[config.mk]
export PLATFORM = sky130hd
export DESIGN_NAME = pm_matcher
export DESIGN_NICKNAME = d
export VERILOG_FILES = /design/src/rtl/pm_pkg.sv /design/src/rtl/pm_seg_store.sv /design/src/rtl/pm_pass_ctrl.sv /design/src/rtl/pm_loop_cell.sv /design/src/rtl/pm_matcher.sv
export SDC_FILE = /design/constraint.sdc
export NUM_CORES = 1
export LEC_CHECK = 0
export ABC_AREA = 1
export BUFFER_PORTS_ARGS = -buffer_cell sky130_fd_sc_hd__buf_2
export CAP_MARGIN = 25
export CORE_AREA = 2 2 99 101
export DETAILED_ROUTE_END_ITERATION = 8
export DIE_AREA = 0 0 101 103
export SETUP_SLACK_MARGIN = 0.2
export SLEW_MARGIN = 20
export SYNTH_ARGS = -nofsm -noshare
export SYNTH_HDL_FRONTEND = slang
export SYNTH_SLANG_ARGS = --single-unit
[constraint.sdc]
create_clock -name clk -period 2.92 [get_ports clk]
set_input_delay 0.584 -clock clk [delete_from_list [all_inputs] [get_ports clk]]
set_output_delay 0.584 -clock clk [all_outputs]
set_load 0.02 [all_outputs]
[src/rtl/pm_pkg.sv]
`timescale 1ns/1ps
package pm_pkg;

  typedef enum logic [0:0] {
    PM_IDLE = 1'b0,
    PM_RUN  = 1'b1
  } pm_state_e;

  // One comparison step: enable ANDed with equality of data and target bit.
  function automatic logic pm_step(input logic en, input logic a, input logic b);
    return en & ~(a ^ b);
  endfunction

  // A target length is usable when it lies in 1..max_len.
  function automatic logic pm_len_legal(input logic [31:0] len, input logic [31:0] max_len);
    return (len >= 32'd1) && (len <= max_len);
  endfunction

  // Enable used on a pass: forced on pass 0, zero at position 0 later.
  function automatic logic pm_enable(input logic first, input logic at_head, input logic fed_back);
    if (first) return 1'b1;
    if (at_head) return 1'b0;
    return fed_back;
  endfunction

endpackage

[src/rtl/pm_seg_store.sv]
`timescale 1ns/1ps
module pm_seg_store #(
  parameter int SEG_LEN = 16,
  localparam int IDX_W = (SEG_LEN > 1) ? $clog2(SEG_LEN) : 1
) (
  input  logic             clk,
  input  logic             rst_n,
  input  logic             shift_en,
  input  logic             shift_bit,
  input  logic [IDX_W-1:0] rd_idx,
  output logic             rd_bit
);

  logic [SEG_LEN-1:0] seg_q;

  // New bits enter at the top; after SEG_LEN shifts the first one sits at 0.
  always_ff @(posedge clk or negedge rst_n) begin
    if (!rst_n) begin
      seg_q <= '0;
    end else if (shift_en) begin
      seg_q <= {shift_bit, seg_q[SEG_LEN-1:1]};
    end
  end

  assign rd_bit = seg_q[rd_idx];

endmodule

[src/rtl/pm_pass_ctrl.sv]
`timescale 1ns/1ps
module pm_pass_ctrl
  import pm_pkg::*;
#(
  parameter int SEG_LEN = 16,
  parameter int TGT_MAX = 8,
  localparam int IDX_W  = (SEG_LEN > 1) ? $clog2(SEG_LEN) : 1,
  localparam int LEN_W  = $clog2(TGT_MAX + 1),
  localparam int PASS_W = (TGT_MAX > 1) ? $clog2(TGT_MAX) : 1
) (
  input  logic              clk,
  input  logic              rst_n,
  input  logic              start,
  input  logic [LEN_W-1:0]  len_in,
  output logic              busy,
  output logic [IDX_W-1:0]  step_k,
  output logic [PASS_W-1:0] pass_m,
  output logic              first_pass,
  output logic              last_pass,
  output logic              launch,
  output logic              finish
);

  pm_state_e         state_q;
  logic [LEN_W-1:0]  len_q;
  logic [LEN_W-1:0]  len_m1;
  logic              at_tail;

  assign busy       = (state_q == PM_RUN);
  assign len_m1     = len_q - 1'b1;
  assign first_pass = (pass_m == '0);
  assign last_pass  = (LEN_W'(pass_m) == len_m1);
  assign at_tail    = (step_k == IDX_W'(SEG_LEN - 1));
  assign launch     = !busy && start && pm_len_legal(32'(len_in), 32'(TGT_MAX));
  assign finish     = busy && last_pass && at_tail;

  always_ff @(posedge clk or negedge rst_n) begin
    if (!rst_n) begin
      state_q <= PM_IDLE;
      len_q   <= LEN_W'(1);
      step_k  <= '0;
      pass_m  <= '0;
    end else if (launch) begin
      state_q <= PM_RUN;
      len_q   <= len_in;
      step_k  <= '0;
      pass_m  <= '0;
    end else if (busy) begin
      if (at_tail) begin
        step_k <= '0;
        if (last_pass) begin
          state_q <= PM_IDLE;
          pass_m  <= '0;
        end else begin
          pass_m <= pass_m + 1'b1;
        end
      end else begin
        step_k <= step_k + 1'b1;
      end
    end
  end

endmodule

[src/rtl/pm_loop_cell.sv]
`timescale 1ns/1ps
module pm_loop_cell
  import pm_pkg::*;
#(
  parameter int SEG_LEN = 16,
  localparam int IDX_W = (SEG_LEN > 1) ? $clog2(SEG_LEN) : 1
) (
  input  logic             clk,
  input  logic             rst_n,
  input  logic             active,
  input  logic             clear,
  input  logic             first_pass,
  input  logic [IDX_W-1:0] step_k,
  input  logic             a_bit,
  input  logic             b_bit,
  output logic             y
);

  logic [SEG_LEN-1:0] loop_q;
  logic [SEG_LEN-1:0] wr_sel;
  logic               dly_q;
  logic               en_w;

  // One write strobe per loop position.
  for (genvar i = 0; i < SEG_LEN; i++) begin : g_sel
    assign wr_sel[i] = active && (step_k == IDX_W'(i));
  end

  assign en_w = pm_enable(first_pass, step_k == '0, dly_q);
  assign y    = pm_step(en_w, a_bit, b_bit);

  // The old value at k is moved into the delay bit as Y overwrites it,
  // so step k+1 sees the previous pass's result at k.
  always_ff @(posedge clk or negedge rst_n) begin
    if (!rst_n) begin
      loop_q <= '0;
      dly_q  <= 1'b0;
    end else if (clear) begin
      loop_q <= '0;
      dly_q  <= 1'b0;
    end else if (active) begin
      loop_q <= (loop_q & ~wr_sel) | (wr_sel & {SEG_LEN{y}});
      dly_q  <= loop_q[step_k];
    end
  end

endmodule

[src/rtl/pm_matcher.sv]
`timescale 1ns/1ps
module pm_matcher #(
  parameter int SEG_LEN = 16,
  parameter int TGT_MAX = 8,
  localparam int IDX_W  = (SEG_LEN > 1) ? $clog2(SEG_LEN) : 1,
  localparam int LEN_W  = $clog2(TGT_MAX + 1),
  localparam int PASS_W = (TGT_MAX > 1) ? $clog2(TGT_MAX) : 1
) (
  input  logic               clk,
  input  logic               rst_n,
  input  logic               seg_load_valid,
  input  logic               seg_load_bit,
  input  logic [TGT_MAX-1:0] tgt_bits,
  input  logic [LEN_W-1:0]   tgt_len,
  input  logic               start,
  output logic               busy,
  output logic               match_valid,
  output logic               match_bit,
  output logic [IDX_W-1:0]   match_idx,
  output logic               done
);

  logic               busy_w;
  logic [IDX_W-1:0]   step_k;
  logic [PASS_W-1:0]  pass_m;
  logic               first_pass;
  logic               last_pass;
  logic               launch;
  logic               finish;
  logic               seg_shift;
  logic               a_bit;
  logic               b_bit;
  logic               y_w;
  logic [TGT_MAX-1:0] tgt_q;

  assign seg_shift = seg_load_valid && !busy_w;
  assign b_bit     = tgt_q[pass_m];
  assign busy      = busy_w;

  pm_pass_ctrl #(.SEG_LEN(SEG_LEN), .TGT_MAX(TGT_MAX)) u_ctrl (
    .clk        (clk),
    .rst_n      (rst_n),
    .start      (start),
    .len_in     (tgt_len),
    .busy       (busy_w),
    .step_k     (step_k),
    .pass_m     (pass_m),
    .first_pass (first_pass),
    .last_pass  (last_pass),
    .launch     (launch),
    .finish     (finish)
  );

  pm_seg_store #(.SEG_LEN(SEG_LEN)) u_seg (
    .clk       (clk),
    .rst_n     (rst_n),
    .shift_en  (seg_shift),
    .shift_bit (seg_load_bit),
    .rd_idx    (step_k),
    .rd_bit    (a_bit)
  );

  pm_loop_cell #(.SEG_LEN(SEG_LEN)) u_loop (
    .clk        (clk),
    .rst_n      (rst_n),
    .active     (busy_w),
    .clear      (finish),
    .first_pass (first_pass),
    .step_k     (step_k),
    .a_bit      (a_bit),
    .b_bit      (b_bit),
    .y          (y_w)
  );

  // Target captured at launch only.
  always_ff @(posedge clk or negedge rst_n) begin
    if (!rst_n) begin
      tgt_q <= '0;
    end else if (launch) begin
      tgt_q <= tgt_bits;
    end
  end

  // Final-pass outputs registered one cycle after each step.
  always_ff @(posedge clk or negedge rst_n) begin
    if (!rst_n) begin
      match_valid <= 1'b0;
      match_bit   <= 1'b0;
      match_idx   <= '0;
      done        <= 1'b0;
    end else begin
      match_valid <= busy_w && last_pass;
      match_bit   <= busy_w && last_pass && y_w;
      match_idx   <= step_k;
      done        <= finish;
    end
  end

endmodule

== After elaboration in Yosys (flattened, before gate mapping) ==
Index checks and enable logic that the tools add are counted.
Widths: inputs -> output; s select.

* Register bits: 60
* Latch bits: 0
* Bits in writable memories: 0
* ROM bits: 0
* Bits of input ports: 17
* Output and inout port bits: 8
* Logic and storage cells: 100
* Memories: 0

* Add/sub/neg operators: 3
* Multiply operators: 0
* Divide/modulo/power cells: 0
* $lt $le $gt $ge: 4
* Equality and inequality tests: 16
* Shifts and indexed selects: 0
* Muxes and demuxes: 28
* Bitwise operators: 7
* Reduce and logical (&&, ||, !) cells: 30

{| class="wikitable"
|+ Operators with widths
! operator !! number
|-
| $and 16x16->16 || 2
|-
| $eq 4x4->1 const B || 8
|-
| $mux 16 || 2
|-
| $logic_and 1x1->1 || 23
|-
| $eq 4x3->1 const B || 4
|-
| $mux 1 || 16
|-
| $not 16->16 || 1
|-
| $or 16x16->16 || 1
|-
| $mux 3 || 4
|-
| $mux 4 || 3
|-
| $bmux 1 s4 || 2
|-
| $eq 4x2->1 const B || 2
|-
| $reduce_bool 2->1 || 3
|-
| $lt 4x5->1 const B || 1
|-
| $add 4x1->4 const B || 1
|-
| $eq 3x4->1 || 1
|-
| $eq 4x1->1 const B || 1
|-
| $ge 4x1->1 const B || 1
|-
| $le 4x4->1 const B || 1
|-
| $logic_not 4->1 || 1
|-
| $lt 3x4->1 const B || 1
|-
| $sub 4x1->4 const B || 1
|-
| $add 3x1->3 const B || 1
|-
| $bmux 1 s3 || 1
|-
| other kinds (6) || 6
|}

== Logic depth before layout (Yosys ltp) ==
Gate-level depths: netlist of run 1.

* Depth in word-level cells: 10
* Mapped depth: 15

== Hierarchy ==
From an unflattened synthesis of run 1, not the netlist that was laid out.

* Cell total of the unflattened synthesis: 423
* Area, all modules: 3258.1 sq um

{| class="wikitable"
|+ Modules (own cells, without submodules)
! module !! instances !! cells an instance !! area an instance (sq um) !! seq. area each (sq um)
|-
| pm_loop_cell || 1 || 158 || 1096.1 || 425.4
|-
| pm_seg_store || 1 || 103 || 815.8 || 400.4
|-
| pm_pass_ctrl || 1 || 96 || 760.7 || 301.5
|-
| pm_matcher || 1 || 66 || 585.6 || 375.4
|}

== Worst setup path after synthesis of run 1 ==
OpenSTA, ideal clock, no wires.

* Path type: register -> register
* Start: register u_ctrl.len_q[0]
* End: register u_loop.loop_q[13]
* Arrival: 1834 ps
* Slack: 970 ps
* Stages on the path, launching flop included: 11
* Clock period less this slack: 1950 ps
* Path through: dfstp_2 -> inv_1 -> ha_1 -> xnor2_1 -> xor2_1 -> nand3_2 -> o21ai_4 -> buf_4 -> nor2_1 -> nand2_1 -> nand2_1

* Cells in the longest elaborated chain, start to end: 5
* Elaborated cells on any way between the ends: 6
* Those cells by class: add/sub: 1; eq/ne: 1; mux: 1; reduce/logical: 3

{| class="wikitable"
|+ Ends and longest elaborated chain
! item !! RTL line !! text
|-
| start, declared || pm_pass_ctrl.sv:25 || <nowiki>logic [LEN_W-1:0] len_q;</nowiki>
|-
| start signal, assigned || pm_pass_ctrl.sv:45 || <nowiki>len_q <= len_in;</nowiki>
|-
| $sub 4x1->4 (*) || pm_pass_ctrl.sv:30 || <nowiki>assign len_m1 = len_q - 1'b1;</nowiki>
|-
| $eq 3x4->1 (*) || pm_pass_ctrl.sv:32 || <nowiki>assign last_pass = (LEN_W'(pass_m) == len_m1);</nowiki>
|-
| $logic_and 1x1->1 (*) (2 in a row) || pm_pass_ctrl.sv:35 || <nowiki>assign finish = busy && last_pass && at_tail;</nowiki>
|-
| $mux 16 or $reduce_bool 2->1 (tied branches) || - ||
|-
| end signal, assigned || pm_loop_cell.sv:42 || <nowiki>loop_q <= (loop_q & ~wr_sel) | (wr_sel & {SEG_LEN{y}});</nowiki>
|-
| end, declared || pm_loop_cell.sv:19 || <nowiki>logic [SEG_LEN-1:0] loop_q;</nowiki>
|}

Every way passes the cells marked *; elsewhere a longest branch is shown, timed or not.
A chain may end at the register's enable or synchronous reset.

== Worst setup path in the final report of run 1 ==
* Start: register u_ctrl.len_q[0]
* End: register u_loop.loop_q[10]

Same word-level chain as after synthesis.

==> results.txt, run 1 <==
The critical path data required time came out at 3.15 ns. The class of the tightest hold or removal check is in -> async. The analysis attributes to cell leakage a power of 1.814 nW.

The number of nets handed over by synthesis was 456. The fraction of synthesis flops using an asynchronous set or reset pin came out at 100.0%. Row generation in the floorplan step produced 36 rows. Global routing used 15.23% of the available tracks across all layers. The final setup violation count came out at 0. The clock reaches the later pin of the worst-skew pair after 0.34 ns. Setup repair after global routing left no endpoint under its margin.

The total via count after detailed routing is 2718. The cell that appears most often on the critical path is nand2_1. In this run the remaining antenna-violating nets after routing total 0. The number of slew-limit violations in the final report is 0.

The run finished with clean final reports. The routability congestion estimate from global placement is 0.8280. No sink is reached through more buffers than the 2 on the longest clock path. For this run, the top clock speed supported by timing is 450.8 MHz. The part of the cycle the worst path needs came out at 75.96%.

The TritonCTS clock tree is yes. Using the TritonRoute via totals, the vias-per-cell ratio works out to 4.727. Hold repair after CTS inserted 0 buffers.

The detailed-route wire length is 7291 um. The transition time of the tightest slew-check pin came out at 0.6901 ns. In this run the worst path has a maximum fanout of 18. The fraction of synthesized cell area taken by the top area cell type is 45.90%.

The die boundary height is 103 um. In this run the power density over the cells is 1162 nW/um2. The wire length per cell after detailed routing came out at 12.68 um. The clock edge transition at the registers on the reported setup and hold paths came out at 0.07 ns. The number of hold-slack violations in the final timing report is 0. Yosys mapped a number of flops with a built-in enable equal to 0. The number of register bits inferred by synthesis is 60. The number of global-route vias before repair is 2634. In the synthesized netlist the dominant register cell turns out to be dfrtp_1. The length of the first detailed-routing pass in iterations is 4. The total number of nets in the final design came out at 480.

The core region is 9459 um2. The mean instance size in the synthesized netlist is 7.446 um2. The count of cells along the worst register-to-register path came out at 9. Measured against its own limit, the worst slew margin works out to 53.99%.

The antenna diode count came out at 0. The count of boundary I/O pins is 25. Adding up every negative setup slack in the final design gives 0 ns. In this run the critical register-to-register path is captured at u_loop.loop_q[10]. The cell area after technology mapping is 3217 um2. The horizontal die dimension is 101 um. Subtracting the final worst setup slack from the clock period gives 2.218 ns. In the post-synthesis netlist, the biggest area contributors are dfrtp_1 46%, nand2_1 18%, nor2_1 7.8%. For this run, the number of Yosys warnings is 0. The pin count of the biggest net entering global routing came out at 33.

Across all register-to-register paths, the minimum setup slack is 0.70 ns. The maximum VDD drop is 0.4063 mV. The area of the die is 10400 um2. The total half-perimeter wirelength after legalization and detailed placement came out at 5109 um. The worst register-to-register path begins at u_ctrl.len_q[0]. The critical path is of the reg -> reg type.

Counting instances in the post-synthesis netlist gives the leading cell types as 156 x nand2_1, 67 x nor2_1, 59 x dfrtp_1, 35 x inv_1, 29 x o21ai_0. The post-CTS repair timing setup buffer count is 0. The first-pass GRT wire length came out at 12370 um. The finished cells cover 3635 um2.

The number of clock buffers added by TritonCTS is 9. For this design, the slowest cell found on the critical path is dfstp_2. The delay of the slowest critical-path stage came out at 0.56 ns.

The gate count of the mapped netlist came out at 432. In the post-synthesis netlist, the cell with the most instances is nand2_1. The initial antenna violation count is 0.

The clock arrives with 0.008972 ns of skew. The unique cell type count in the Yosys netlist is 35. The quantity of gates resized following cts came out at 0.

The count of clock tree sinks is 60. The signal on the critical path passes through inv_1, ha_1, xnor2_1, xor2_1, nand3_2, o21ai_4, nor2_1, nand2_1, nand2_1. The portion of the post-synthesis area used by sequential elements came out at 46.71%. The violation count after the first detailed-route iteration is 178. The initial cell density of the core is 34.01%. For the worst setup path, the data arrival time is 2.45 ns.

The count of maximum capacitance violations came out at 0. In the final layout, the share of cells above drive strength 1 is 13.67%. The worst setup path is captured at a flop.

The area growth from synthesis to layout is 12.99%. The number of levels the H-tree was split into is 3. In the routed design, unresolved DRC markers number 0. The standard cell area after detailed placement came out at 3417 um2. STA classifies the critical path startpoint as a flop. The synthesized design spends more area on one cell type than any other, namely dfrtp_1. The tree is rooted in a clkbuf_8. For this run the aggregate overflow at the end of global routing stands at 0.

The count of input and output buffers is 24.
state kept, by name (all words and copies together), names as in the netlist, 3 cells and up:
register       flops
u_seg.seg_q       16
u_ctrl.step_k      4
u_loop.loop_q     16
u_ctrl.pass_m      3
match_idx          4
tgt_q              8
u_ctrl.len_q       4
layout by cell type (no fill, tap or decap), types with 2 or more instances in the layout:
master     synthesis  routed
a21oi_1           10      10
a22o_1             3       3
buf_2              3      24
buf_4              2       4
bufinv_16          0       2
clkbuf_1           5       2
clkbuf_8           0      10
dfrtp_1           59      59
ha_1               7       7
inv_1             35      35
inv_2              2       2
nand2_1          156     156
nand2_2           10      10
nand3_1           16      16
nor2_1            67      67
nor3_1             2       2
o21ai_0           29      29
xnor2_1            3       3
xor2_1             2       2
worst max-delay path, delay by kind of cell, from the launching register on:
family / cells / cell delay [ns]
compound gates: 1 / 0.48
xor+xnor: 2 / 0.37
fa+ha+maj: 1 / 0.20
buf+inv: 1 / 0.06
flops: 1 / 0.56
simple gates: 4 / 0.44
where the power goes:
part / switching (mW) / total (mW) / internal, mW / leakage (nW)
Combinational: 1.24 / 1.92 / 0.680 / 0.952
Clock: 0.329 / 0.832 / 0.503 / 0.107
Sequential: 0.308 / 1.47 / 1.16 / 0.755
logic make-up (layout without fill, tap and decap cells):
family | count (synthesis) | count (layout) | share of synthesized area, %
AOI/OAI and AO/OA | 49 | 49 | 8.713
adders and majority gates | 7 | 7 | 2.723
DFF | 60 | 60 | 46.71
buffers and inverters | 55 | 84 | 8.129
xor gates and xnor gates | 5 | 5 | 1.362
and+or+nand+nor | 256 | 256 | 32.36
worst max path at each step:
stage                     from                end  slack (ns)  cells after the start
2_1_floorplan  u_ctrl.len_q[0]  u_loop.loop_q[13]        0.97                     10
3_3_place_gp   u_ctrl.len_q[0]   u_loop.loop_q[3]        0.81                      9
3_5_place_dp   u_ctrl.len_q[0]  u_loop.loop_q[10]        0.70                      9
4_1_cts        u_ctrl.len_q[0]   u_loop.loop_q[2]        0.68                      9
5_1_grt        u_ctrl.len_q[0]   u_loop.loop_q[0]        0.51                      9
6_report       u_ctrl.len_q[0]  u_loop.loop_q[10]        0.70                      9
through the flow:
step | hold slack, ns | worst slack [ns] | instances | power (mW) | util [%]
after floorplan | 0.2884 | 0.9700 | 432 | 3.021 | -
after global placement | 0.4421 | 0.8081 | 559 | 3.343 | 36.12
after detailed placement | 0.4457 | 0.7023 | 559 | 3.415 | 36.12
after CTS | 0.3013 | 0.6805 | 575 | 4.259 | 38.43
after global routing | 0.3240 | 0.5082 | 575 | 4.606 | 38.43
final | 0.2797 | 0.7019 | 575 | 4.222 | 38.43
per-layer routing:
metal	track usage (%)	up-vias	wire (um)
met2	24.56	38	3497
met5	0	-	0
met4	6.653	0	127
met1	19.65	1283	3476
li1	-	1386	-
met3	3.525	11	190
layout make-up:
cell class	instances	area, um2
clock inverters	4	72.57
clock buffers	12	145.1
well taps	114	142.6
fillers	981	5824
multi-input cells	317	1453
inverters	39	148.9
flip-flops and latches	60	1503
repair buffers	29	170.2
Note: power is estimated with default switching activity, not from simulation.
==> run 2, diff against run 1 <==
Clock period 2.92 ns to 2.25 ns, I/O delays scaled along.
==> results.txt, run 2 (synthesized netlist as in run 1, its figures left out) <==
The critical path data required time came out at 2.48 ns (-0.67 ns). The library cell contributing the largest single delay on the critical path is dfstp_2. The per-cell via count in the routed design was 4.641 (-1.8%).

The number of hold-slack violations in the final timing report came out at 0 (unchanged). The pin count of the biggest net entering global routing was 28 (-15%). The detailed-route wire length was 6994 um (-4.1%).

The final routed DRC violation total is 0 (unchanged). The count of maximum capacitance violations is 0 (unchanged). The final worst clock skew is 0.008822 ns (-0.0001501 ns). The cell repeated most along the worst path is nand2_1. The final-layout setup total negative slack is 0 ns (unchanged). STA classifies the critical path startpoint as a flop.

The later-pin clock latency in the skew report is 0.34 ns (about the same). The leakage power of the design is 1.821 nW (+0.39%). The length of the first detailed-routing pass in iterations came out at 4 (unchanged).

The top fanout value on the critical path came out at 18 (unchanged). The count of input and output buffers is 24 (unchanged). The total via count after detailed routing came out at 2701 (-0.63%). The reported net switching power came to 2.407 mW (+28%). The number of routed nets with antenna violations came out at 0 (unchanged).

Setup repair after global routing left no endpoint under its margin. The largest registers in the layout are u_loop.loop_q x16, u_seg.seg_q x16, tgt_q x8. The total half-perimeter wirelength after legalization and detailed placement came out at 4884 um (-4.4%). The fraction of final layout cells with drive strength greater than 1 is 14.96% (+1.3 points). The maximum operating frequency is 529.5 MHz (+17%). The maximum VDD drop is 0.5918 mV (+46%).

The end-of-flow core utilization came out at 38.48% (+0.053 points). The tree is rooted in a clkbuf_8. The antenna diode count is 0 (unchanged).

The leftover overflow at the end of global routing is 0 (unchanged). Traced cell by cell, the critical path runs through inv_1, ha_1, xnor2_1, xor2_1, nand3_2, o21ai_4, buf_12, nor2_1, nand2_1, nand2_1. TritonCTS built the clock tree. The ratio of total power to cell area was 1455 nW/um2 (+25%). The logic gate share of total power came to 48.8% (+3.4 points). The number of global-route vias before repair is 2580 (-2.1%). The core outline area came out at 9459 um2 (unchanged). The global routing usage summed across all routing layers came out at 15.08% (-0.14 points). The area of all placed cells without fillers is 3640 um2 (+0.14%). The post-placement setup slack came out at 0.3064 ns (-0.3959 ns). The share of total power consumed by net switching came out at 45.45% (+1.0 points).

The number of placement rows is 36 (unchanged). The post-layout minimum cycle time is 1.889 ns (-0.3295 ns). The number of levels the H-tree was split into came out at 3 (unchanged). The worst setup path is captured at a flop. The clock tree buffer depth is 2 (unchanged). The die boundary height was 103 um (unchanged).

The library cell used most frequently in the layout, excluding fill and tap cells, is nand2_1. The delay of the slowest critical-path stage is 0.55 ns (about the same). The area of the die is 10400 um2 (unchanged).

The worst-case setup margin in the final layout is 0.3613 ns (-0.3405 ns). The clock edge transition at the registers on the reported setup and hold paths is 0.07 ns (about the same). The first-pass GRT wire length came out at 12310 um (-0.50%). The number of buffers added by the clock tree synthesis step came out at 9 (unchanged). The standard cell area after detailed placement came out at 3457 um2 (+1.2%). The violation count after the first detailed-route iteration came out at 153 (-14%). Compared with the post-synthesis result, the final layout area differs by 13.15%. The hold buffer count at CTS came out at 0 (unchanged). The transition time of the tightest slew-check pin came to 0.5346 ns (-0.1555 ns).

In the layout the commonest cells are 156 x nand2_1, 67 x nor2_1, 59 x dfrtp_1. The arrival time of data at the critical path endpoint is 2.12 ns (-0.33 ns). The min-delay analysis places its worst path in the category in -> async. The initial antenna violation count is 0 (unchanged). The critical path is of the reg -> reg type. The count of clock tree sinks was 60 (unchanged). The initial cell density of the core is 34.01% (unchanged).

The portion of total power attributed to sequential cells came out at 35.2% (+0.3 points). The number of slew-limit violations in the final report is 0 (unchanged). The total number of nets in the final design came out at 487 (+1.5%). The part of the cycle the worst path needs was 83.94% (+8.0 points). The routability congestion estimate from global placement is 0.8323 (+0.52%). The design internal power is 2.889 mW (+23%).

The wire length per cell after detailed routing is 12.02 um (-5.2%). The final setup violation count came out at 0 (unchanged). The horizontal die dimension came out at 101 um (unchanged). The relative slew slack came to 64.36% (+10 points).

The flow ran to the end, and the final reports show no timing, DRC or antenna violations. The count of boundary I/O pins was 25 (unchanged). The clock share of power came to 16.1% (-3.6 points).
==> run 2: cell types whose count changed in the layout (fill, tap and decap cells not counted), sizes merged <==
cell	before	now
clkinvlp	1	2
buf	29	36
bufinv	2	0
clkinv	2	3
==> run 2: per-layer routing <==
metal	part of all wire, %	vias up	wire [um]	track usage, %
li1	-	1395	-	-
met1	49	1260	3413	19.36
met2	46	39	3188	24.56
met3	4.0	7	283	3.797
met4	1.5	0	108	5.925
met5	0	-	0	0
==> run 2: critical path, delay by kind of cell, from the launching register on <==
family	cells	cell delay, ns
AO/OA/AOI/OAI	1	0.16
buffers and inverters	2	0.22
adder cells (fa/ha/maj)	1	0.20
XOR/XNOR	2	0.38
flip-flops	1	0.55
AND/OR/NAND/NOR	4	0.27
==> run 2: final timing paths <==
| kind | slack, ns | cells past startpoint | startpoint | to |
|---|---|---|---|---|
| max reg2reg | 0.36 | 10 | u_ctrl.len_q[0] | u_loop.loop_q[4] |
| max in group asynchronous | 1.47 | 2 | rst_n | match_bit |
| min in group clk | 0.30 | 3 | tgt_bits[7] | tgt_q[7] |
| min reg2reg | 0.46 | 0 | u_ctrl.step_k[3] | match_idx[3] |
| min | 0.08 | 1 | rst_n | u_seg.seg_q[4] |
| max | 0.36 | 10 | u_ctrl.len_q[0] | u_loop.loop_q[4] |
==> run 2: layout make-up <==
type | count | area, um2
fill | 1001 | 5819
sequential | 60 | 1503
multi-input combinational | 317 | 1453
timing repair buffer | 36 | 222.7
inverter | 39 | 148.9
clock buffer | 12 | 145.1
tap | 114 | 142.6
clock inverter | 4 | 25.02
==> run 2: power groups by stage <==
stage | sequential [mW] | clock [mW] | combinational (mW)
global route | 1.92 | 0.924 | 2.97
CTS | 1.86 | 0.875 | 2.59
floorplan | 1.83 | 0 | 2.09
finish | 1.86 | 0.851 | 2.58
global placement | 1.87 | 0 | 2.54
detailed placement | 1.88 | 0 | 2.58
==> run 2: what timing repair did <==
action                     4_1_cts  5_1_grt
resized for setup                0        3
setup endpoints to repair        0       17
setup buffers                    0        0
==> run 2: per-stage QoR <==
| step | power, mW | instances | hold WS, ns |
|---|---|---|---|
| finish | 5.297 | 582 | 0.08101 |
| CTS | 5.330 | 582 | 0.09261 |
| global placement | 4.403 | 566 | 0.4375 |
| detailed placement | 4.459 | 566 | 0.4442 |
| global route | 5.821 | 582 | 0.1087 |
| floorplan | 3.921 | 432 | 0.1544 |
==> run 3, diff against run 2 <==
Clock period 2.25 ns to 1.8 ns, I/O delays scaled along.
==> results.txt, run 3 (synthesized netlist as in run 1, its figures left out) <==
The flow ran to the end, but the final reports show violations. The checks that failed: setup timing. The global routing usage summed across all routing layers is 16.54% (+1.5 points). The number of placement rows is 36 (unchanged). The final routed DRC violation total came out at 0 (unchanged). The relative slew slack was 78.75% (+14 points). The area of the die is 10400 um2 (unchanged). The TritonCTS clock tree is yes.

The initial antenna violation count is 0 (unchanged). The ratio of total power to cell area is 1914 nW/um2 (+32%). The count of filler cells inserted in the layout is 966 (-3.5%). The length of the first detailed-routing pass in iterations is 5 (+1).

The worst-case setup margin in the final layout is -0.05620 ns (-0.4175 ns). The fraction of final layout cells with drive strength greater than 1 came to 24.59% (+9.6 points). Relative to the synthesized area, the layout overhead comes to 24.66%.

The count of input and output buffers came out at 24 (unchanged). The leftover overflow at the end of global routing is 0 (unchanged). The termination of the worst setup path is u_loop.loop_q[12]. The count of maximum capacitance violations is 0 (unchanged).

The number of levels the H-tree was split into came to 3 (unchanged). The core outline area is 9459 um2 (unchanged). The tightest min-delay check is of the in -> async type. The first-pass GRT wire length was 13460 um (+9.4%). The count of clock tree sinks is 60 (unchanged). The count of non-filler cells in the finished layout is 602 (+3.4%). The sequential cell area is 1506 um2 (+0.25%).

The pin count of the biggest net entering global routing was 61 (+120%). The worst hold slack came out at 0.02105 ns (-0.05996 ns). The global routing met1 resource utilization is 21.40% (+2.0 points). The arrival time of data at the critical path endpoint came out at 2.08 ns (-0.04 ns). Setup repair after global routing could not meet its margin everywhere. The total number of nets in the final design came out at 510 (+4.7%). The number of hold-slack violations in the final timing report is 0 (unchanged). The top fanout value on the critical path is 8 (-10). The initial cell density of the core came out at 34.01% (unchanged).

The number of slew-limit violations in the final report came to 0 (unchanged). The routability congestion estimate from global placement came out at 0.8471 (+1.8%). The met3 global-route usage came to 3.729% (-0.068 points). The multi-input gate area in the final layout was 1590 um2 (+9.5%). The worst setup path is launched from a flop. The total half-perimeter wirelength after legalization and detailed placement came out at 4888 um (about the same). The final setup violation count came out at 15 (+15). The per-cell via count in the routed design is 4.746 (+2.3%). The post-layout minimum cycle time is 1.856 ns (-0.03246 ns).

The final worst clock skew came out at 0.006191 ns (-0.002631 ns). The worst-case register-to-register setup slack came out at -0.06 ns (-0.42 ns). The clock edge transition at the registers on the reported setup and hold paths was 0.06 ns (about the same).

The count of boundary I/O pins came to 25 (unchanged). The total via count after detailed routing is 2857 (+5.8%). The met2 global-route usage is 27.38% (+2.8 points). The maximum VDD drop is 0.7325 mV (+24%). The number of routed nets with antenna violations came out at 0 (unchanged).

The largest registers in the layout are u_loop.loop_q x16, u_seg.seg_q x16, tgt_q x8. The startpoint identified for the worst register-to-register timing path is u_ctrl.len_q[0]. The transition time of the tightest slew-check pin came to 0.3188 ns (-0.2158 ns). The count of cells along the worst register-to-register path is 10 (unchanged). The delay of the slowest critical-path stage is 0.53 ns (-0.02 ns). The cell repeated most along the worst path is nand2_1. The total chip power came out at 7.674 mW (+45%). The maximum operating frequency is 538.7 MHz (+1.7%). Leaving out fill and tap cells, the most frequent cell in the layout is nand2_1. The library cells used most frequently in the layout, excluding fill and tap cells, are 149 x nand2_1, 58 x nor2_1, 56 x dfrtp_1. The violation count after the first detailed-route iteration came out at 145 (-5.2%).

The antenna diode count is 0 (unchanged). Walking the worst path, the cells encountered are inv_2, ha_4, xnor2_2, xor2_1, nand3_2, o21ai_4, clkbuf_16, nor2_1, nand2_1, nand2_1. The type of destination of the critical path is a flop. The leakage power of the design came out at 1.989 nW (+9.2%). The hold buffer count at CTS came out at 0 (unchanged). The horizontal die dimension is 101 um (unchanged). The number of buffers added by the clock tree synthesis step came to 9 (unchanged).

The later-pin clock latency in the skew report is 0.33 ns (about the same). The number of global-route vias before repair came out at 2864 (+11%). In this run the most used layer during global routing was met2. The clock tree buffer depth came out at 2 (unchanged). Tracing the worst setup path back leads to its startpoint at u_ctrl.len_q[0]. The number of cells in the design after placement came out at 576 (+1.8%). The tree is rooted in a clkbuf_8. The wire length per cell after detailed routing is 12.88 um (+7.2%). The endpoint identified for the worst register-to-register timing path is u_loop.loop_q[12]. The final-layout setup total negative slack came to -0.4144 ns (-0.4144 ns). The worst setup path is of the reg -> reg kind. The part of the cycle the worst path needs came out at 103.1% (+19 points). The library cell contributing the largest single delay on the critical path is dfstp_2. The critical path data required time is 2.03 ns (-0.45 ns). The die boundary height came out at 103 um (unchanged).

The detailed-route wire length came to 7756 um (+11%).
## run 3: metrics by stage
step           util, %  instance area (um2)  worst slack [ns]
2_1_floorplan        -                 3267          -0.06109
3_3_place_gp     38.16                 3610           0.03891
3_5_place_dp     38.16                 3610          0.003131
4_1_cts          41.56                 3931         -0.004343
5_1_grt          42.39                 4010           -0.1641
6_report         42.39                 4010          -0.05620
## run 3: routing by layer
layer,share of wire (%),wire length (um)
met2,49,3766
met4,1.5,119
met5,0,0
met1,45,3488
met3,4.9,381
## run 3: worst max-delay path, delay by kind of cell, from the launching register on
family,cells,cell delay (ns)
flip-flops,1,0.53
XOR/XNOR,2,0.30
AND/OR/NAND/NOR,4,0.27
buffers and inverters,2,0.26
AO/OA/AOI/OAI,1,0.23
adder cells (fa/ha/maj),1,0.15
## run 3: repair_timing
| item | in CTS | in global routing |
|---|---|---|
| buffers inserted | 8 | 2 |
| hold endpoints to repair | 0 | 0 |
| endpoints found under the setup margin | 21 | 35 |
| pin swaps | 7 | 4 |
| gates cloned | 2 | 1 |
| gates resized for setup | 23 | 14 |
## run 3: layout make-up
cell class	instances	area share, %
Multi-Input combinational cell	319	39.66
Timing Repair Buffer	57	11.42
Inverter	39	3.713
Sequential cell	60	37.57
Clock buffer	11	3.775
Tap cell	114	3.557
Clock inverter	2	0.3120
## run 3: worst min path at each step
stage	startpoint	end	slack [ns]
final	rst_n	u_seg.seg_q[4]	0.02
after global routing	rst_n	u_seg.seg_q[4]	0.05
after CTS	rst_n	u_seg.seg_q[4]	0.03
after detailed placement	rst_n	u_seg.seg_q[4]	0.39
after global placement	rst_n	u_seg.seg_q[4]	0.40
after floorplan	rst_n	done	0.06
## run 3: power by group
part           total (mW)  internal, mW  switching (mW)
logic                4.30          1.77            2.53
clock network        1.06         0.549           0.507
registers            2.32          1.90           0.422
total                7.67          4.22            3.46
